### src/rtl/wpg_pkg.sv
package wpg_pkg;
   localparam int unsigned SR_W = 8;
   localparam int unsigned POS_LOCK_EN = 7;
   localparam int unsigned POS_ZONE_HI = 3;
   localparam int unsigned POS_ZONE_LO = 2;
   localparam int unsigned POS_LATCH   = 1;
   localparam int unsigned POS_BUSY    = 0;

   typedef enum logic [1:0] {
      ZONE_NONE    = 2'b00,
      ZONE_QUARTER = 2'b01,
      ZONE_HALF    = 2'b10,
      ZONE_ALL     = 2'b11
   } zone_e;

   typedef struct packed {
      logic  lock_en;
      zone_e zone;
   } nv_bits_t;
endpackage

### src/rtl/wpg_zone_decode.sv
module wpg_zone_decode
   import wpg_pkg::*;
#(
   parameter int unsigned ADDR_W = 13
) (
   input  zone_e             zone,
   input  logic [ADDR_W-1:0] addr,
   output logic              in_zone
);
   localparam int unsigned TOP = ADDR_W - 1;

   generate
      if (ADDR_W < 2) begin : g_bad
         $error("wpg_zone_decode: ADDR_W must be at least 2");
      end
   endgenerate

   always_comb begin
      unique case (zone)
         ZONE_NONE:    in_zone = 1'b0;
         ZONE_QUARTER: in_zone = addr[TOP] & addr[TOP-1];
         ZONE_HALF:    in_zone = addr[TOP];
         default:      in_zone = 1'b1;
      endcase
   end
endmodule

### src/rtl/wpg_latch.sv
module wpg_latch (
   input  logic clk,
   input  logic rst_n,
   input  logic set_ev,
   input  logic clr_ev,
   input  logic busy,
   output logic latch
);
   logic busy_q;
   logic busy_fall;

   assign busy_fall = busy_q & ~busy;

   always_ff @(posedge clk or negedge rst_n) begin
      if (!rst_n) begin
         busy_q <= 1'b0;
         latch  <= 1'b0;
      end else begin
         busy_q <= busy;
         if (busy_fall)
            latch <= 1'b0;
         else if (!busy && clr_ev)
            latch <= 1'b0;
         else if (!busy && set_ev)
            latch <= 1'b1;
      end
   end
endmodule

### src/rtl/wpg_sr_commit.sv
module wpg_sr_commit
   import wpg_pkg::*;
(
   input  logic              clk,
   input  logic              rst_n,
   input  logic              cs_n,
   input  logic              wp_n,
   input  logic              latch,
   input  logic              busy,
   input  logic              req,
   input  logic [SR_W-1:0]   data,
   output nv_bits_t          nv,
   output logic              commit
);
   logic     cs_q;
   logic     pend;
   nv_bits_t pend_val;
   logic     lock;
   logic     cs_rise;

   assign lock    = ~wp_n & nv.lock_en;
   assign cs_rise = cs_n & ~cs_q;
   assign commit  = cs_rise & pend & ~lock;

   always_ff @(posedge clk or negedge rst_n) begin
      if (!rst_n) begin
         cs_q     <= 1'b1;
         pend     <= 1'b0;
         pend_val <= '0;
         nv       <= '0;
      end else begin
         cs_q <= cs_n;
         if (commit)
            nv <= pend_val;
         if (cs_rise) begin
            pend <= 1'b0;
         end else if (pend && !cs_n && lock) begin
            pend <= 1'b0;
         end else if (req && !cs_n && latch && !busy && !lock) begin
            pend              <= 1'b1;
            pend_val.lock_en  <= data[POS_LOCK_EN];
            pend_val.zone     <= zone_e'(data[POS_ZONE_HI:POS_ZONE_LO]);
         end
      end
   end
endmodule

### src/rtl/wp_status_guard.sv
module wp_status_guard
   import wpg_pkg::*;
#(
   parameter int unsigned ADDR_W = 13
) (
   input  logic              clk,
   input  logic              rst_n,
   input  logic              wp_n,
   input  logic              cs_n,
   input  logic              wel_set,
   input  logic              wel_clr,
   input  logic              busy,
   input  logic              sr_wr_req,
   input  logic [7:0]        sr_wr_data,
   input  logic              arr_wr_req,
   input  logic [ADDR_W-1:0] arr_addr,
   output logic [7:0]        status,
   output logic              arr_wr_ok,
   output logic              sr_wr_ok
);
   nv_bits_t nv;
   logic     latch;
   logic     in_zone;

   wpg_latch u_latch (
      .clk    (clk),
      .rst_n  (rst_n),
      .set_ev (wel_set),
      .clr_ev (wel_clr),
      .busy   (busy),
      .latch  (latch)
   );

   wpg_sr_commit u_commit (
      .clk    (clk),
      .rst_n  (rst_n),
      .cs_n   (cs_n),
      .wp_n   (wp_n),
      .latch  (latch),
      .busy   (busy),
      .req    (sr_wr_req),
      .data   (sr_wr_data),
      .nv     (nv),
      .commit (sr_wr_ok)
   );

   wpg_zone_decode #(.ADDR_W(ADDR_W)) u_zone (
      .zone    (nv.zone),
      .addr    (arr_addr),
      .in_zone (in_zone)
   );

   always_comb begin
      status              = '0;
      status[POS_LOCK_EN] = nv.lock_en;
      status[POS_ZONE_HI:POS_ZONE_LO] = nv.zone;
      status[POS_LATCH]   = latch;
      status[POS_BUSY]    = busy;
   end

   assign arr_wr_ok = arr_wr_req & latch & ~busy & ~in_zone;
endmodule

### config.mk
export PLATFORM = sky130hd
export DESIGN_NAME = wp_status_guard
export DESIGN_NICKNAME = d
export VERILOG_FILES = /design/src/rtl/wpg_pkg.sv /design/src/rtl/wpg_zone_decode.sv /design/src/rtl/wpg_latch.sv /design/src/rtl/wpg_sr_commit.sv /design/src/rtl/wp_status_guard.sv
export SDC_FILE = /design/constraint.sdc
export NUM_CORES = 1
export LEC_CHECK = 0
export BUFFER_PORTS_ARGS = -buffer_cell sky130_fd_sc_hd__buf_2
export CAP_MARGIN = 15
export CORE_UTILIZATION = 33
export CTS_CLUSTER_SIZE = 12
export DETAILED_ROUTE_END_ITERATION = 8
export PLACE_DENSITY_LB_ADDON = 0.12
export SYNTH_ARGS = -nofsm -noshare
export SYNTH_HDL_FRONTEND = slang
export SYNTH_SLANG_ARGS = --single-unit
### constraint.sdc
create_clock -name clk -period 1.35 [get_ports clk]
set_clock_uncertainty 0.2 [all_clocks]
set_input_delay 0.135 -clock clk [delete_from_list [all_inputs] [get_ports clk]]
set_output_delay 0.135 -clock clk [all_outputs]
set_load 0.02 [all_outputs]
==> impl_metrics.tcl <==
set metrics [dict create \
    wirelength_met1_um 441 \
    area.growth.synth_to_final_pct 61.4 \
    timing.critical_path.from_type "register" \
    worstSetupPathType "reg2out" \
    hold_slack_ps 9.00 \
    initial_core_util 0.375 \
    clkTransAtPathRegs_ps 70 \
    setup_total_negative_slack_ps -1240 \
    grt_pass1_vias 395 \
    drt_drc_violations_left 0 \
    core.rowCount 13 \
    grt_overflow 0 \
    place_ws_ps -124 \
    synth-seq-area-share 0.486 \
    worstPathRequired_ps 1010 \
    violations "setup timing" \
    internal_power_mw 0.839 \
    track_usage 0.118 \
    post_synth_instance_area_sq_um 518 \
    worstSetupEndpointType "output port" \
    netlist.area_leader.share 0.435 \
    drt_iter0_markers 2 \
    setup_repair_after_global_routing_missed_its_margin "yes" \
    fp.dieArea_sq_um 1730 \
    vdd_ir_drop_max_mv 0.572 \
    cts_root_buffer "sky130_fd_sc_hd__clkbuf_4" \
    timing.final.hold_violations 0 \
    postLayoutSetupSlackWorst_ps -253 \
    pwr-share-clk 0.229 \
    globalplace.congestion 0.703 \
    synth.avg_cell_area_sq_um 13.6 \
    grt_max_degree 11 \
    initial_antenna_violation_count 0 \
    wire_per_inst_um 10.3 \
    grt_first_pass_wirelength_mm 1.57 \
    detailroute.wirelength.met2_um 454 \
    cts_buffer_depth 2 \
    final_net_count 108 \
    cts-htree-levels 1 \
    timing.critical_path.fanout_max 3 \
    area_of_the_core_region_sq_um 1380 \
    post-synth-top-area-cell "sky130_fd_sc_hd__dfrtp_1" \
    max_used_layer "met3" \
    finalWorstPathRequiredPeriod_ps 1600 \
    clock_latency_ps 260 \
    antenna_cells 0 \
    ys_top_cells_by_count "sky130_fd_sc_hd__dfrtp_1, sky130_fd_sc_hd__buf_4, sky130_fd_sc_hd__mux2_4, sky130_fd_sc_hd__nand2_1, sky130_fd_sc_hd__nor2_1" \
    p_leak_nw 0.437 \
    i_o_pin_count 40 \
    pwr-share-seq 0.363 \
    maxClockFrequency_mhz 624 \
    tritoncts.num_buffers 3 \
    async_flop_share 1.00 \
    post-route-period-util 1.19 \
    place.port_buffers 20 \
    synth_top_flop_cell "sky130_fd_sc_hd__dfrtp_1" \
    dieHeight_um 41.6 \
    class_of_the_tightest_hold_or_removal_check "in2reg" \
    power.density_nw_per_um2 1390 \
    tritoncts_num_sinks 10 \
    setup_viol_count_final 9 \
    power.switching_mw 0.320 \
    routed_vias_inst 4.38 \
    dieWidth_um 41.6 \
    slew_violations 0 \
    max_cap_violations 0 \
    synth_enable_flop_cells 0 \
    run_status "finished with violations" \
    detailedRoute.firstPassIterationCount 2 \
    yosys.cell_count.top_type "sky130_fd_sc_hd__dfrtp_1" \
    met3_wirelength_um 50 \
    final_layout_size_suffix_gt1_frac 0.623 \
    synth_cell_type_count 20 \
    dr_total_vias 403 \
    combPwrFrac 0.408 \
    drt.antenna.violating_nets 0 \
    synth_area_leaders "sky130_fd_sc_hd__dfrtp_1, sky130_fd_sc_hd__mux2_4, sky130_fd_sc_hd__buf_4" \
    syn-instance-count 38 \
    power.share.switching 0.276 \
    worst_ep_arrival_time_ps 1270 \
    postSynthRegisterBits 10 \
    slack_of_the_worst_reg_to_reg_path_ps -250 \
    totalWireLength_um 947 \
    yosys_warnings 0 \
    cts_tree "yes" \
]
area by class of cell:
class                   count  area (sq um)
clock buffers               4          36.3
fillers                   125           547
inverters                   1          3.75
multi-input cells          24           239
flip-flops and latches     10           253
well taps                  15          18.8
repair buffers             38           285
through the flow:
stage | cells | util | total power [mW] | cell area [sq um]
after floorplan | 40 | - | 0.652 | 533
after global placement | 75 | 0.471 | 0.763 | 652
after detailed placement | 75 | 0.471 | 0.768 | 652
after CTS | 89 | 0.580 | 1.15 | 802
after global routing | 92 | 0.605 | 1.24 | 836
final | 92 | 0.605 | 1.16 | 836
power groups by stage:
stage               Clock (mW)  Sequential, mW  Combinational, mW
floorplan                    0           0.474              0.178
global route             0.300           0.435              0.503
global placement             0           0.433              0.330
finish                   0.265           0.421              0.473
CTS                      0.279           0.419              0.450
detailed placement           0           0.436              0.332
critical path, cell delays in order, from the launching register on:
cell	delay, ps
sky130_fd_sc_hd__dfstp_2	520
sky130_fd_sc_hd__and3b_1	180
sky130_fd_sc_hd__and2b_4	180
sky130_fd_sc_hd__buf_6	120
routing by layer:
metal  track usage  vias to the layer above
li1              -                      202
met1         0.151                      184
met2         0.188                       17
met3        0.0261                        0
met4        0.0581                        0
met5             0                        -
timing repair:
item / in CTS / in global routing
hold buffers: 7 / 0
buffers inserted: 4 / 5
resized for setup: 7 / 3
setup endpoints to repair: 9 / 11
hold endpoints to repair: 16 / 0
pin swaps: 3 / 2
flip-flops by register name, summed over array words and instances, names as in the netlist:
signal             flops
u_commit.pend          1
u_commit.nv            3
u_commit.cs_q          1
u_latch.latch          1
u_latch.busy_q         1
u_commit.pend_val      3
cells in the final DEF, fill, tap and decap left out:
cell / Yosys / routed
sky130_fd_sc_hd__a22o_1: 1 / 1
sky130_fd_sc_hd__and2b_2: 1 / 1
sky130_fd_sc_hd__buf_2: 0 / 16
sky130_fd_sc_hd__buf_6: 0 / 6
sky130_fd_sc_hd__and3b_1: 1 / 1
sky130_fd_sc_hd__a221oi_2: 1 / 2
sky130_fd_sc_hd__dfrtp_1: 9 / 8
sky130_fd_sc_hd__clkbuf_8: 0 / 1
sky130_fd_sc_hd__mux2_4: 5 / 5
sky130_fd_sc_hd__buf_4: 5 / 9
sky130_fd_sc_hd__dfrtp_2: 0 / 1
sky130_fd_sc_hd__nand2_1: 2 / 2
sky130_fd_sc_hd__nand4bb_4: 1 / 1
sky130_fd_sc_hd__inv_1: 1 / 1
sky130_fd_sc_hd__dlygate4sd3_1: 0 / 7
sky130_fd_sc_hd__dfstp_2: 1 / 1
sky130_fd_sc_hd__a21o_1: 1 / 1
sky130_fd_sc_hd__nor2_1: 2 / 2
sky130_fd_sc_hd__and2b_4: 1 / 1
sky130_fd_sc_hd__and2b_1: 1 / 1
sky130_fd_sc_hd__o22a_1: 1 / 1
sky130_fd_sc_hd__conb_1: 1 / 3
sky130_fd_sc_hd__nor2b_1: 1 / 1
sky130_fd_sc_hd__nor2b_4: 1 / 1
sky130_fd_sc_hd__clkbuf_4: 0 / 3
path summary, 6_finish.rpt:
path	cells past startpoint	start	endpoint
hold / removal	3	wel_clr	u_latch.latch$_DFFE_PN0P_
setup / recovery	3	u_commit.cs_q$_DFF_PN1_	sr_wr_ok
hold reg to reg	1	u_commit.pend_val[2]$_DFFE_PN0P_	u_commit.nv[2]$_DFFE_PN0P_
min in group asynchronous	2	rst_n	u_commit.nv[1]$_DFFE_PN0P_
max in group asynchronous	2	rst_n	u_commit.cs_q$_DFF_PN1_
setup reg to reg	4	u_commit.cs_q$_DFF_PN1_	u_commit.nv[0]$_DFFE_PN0P_
logic make-up after synthesis:
family | after synthesis | share of synthesized area
compound gates | 5 | 0.0942
mux | 5 | 0.145
simple gates | 11 | 0.188
other cells | 1 | 0.00724
buf+inv | 6 | 0.0797
flops | 10 | 0.486
Note: power is estimated with default switching activity, not from simulation.
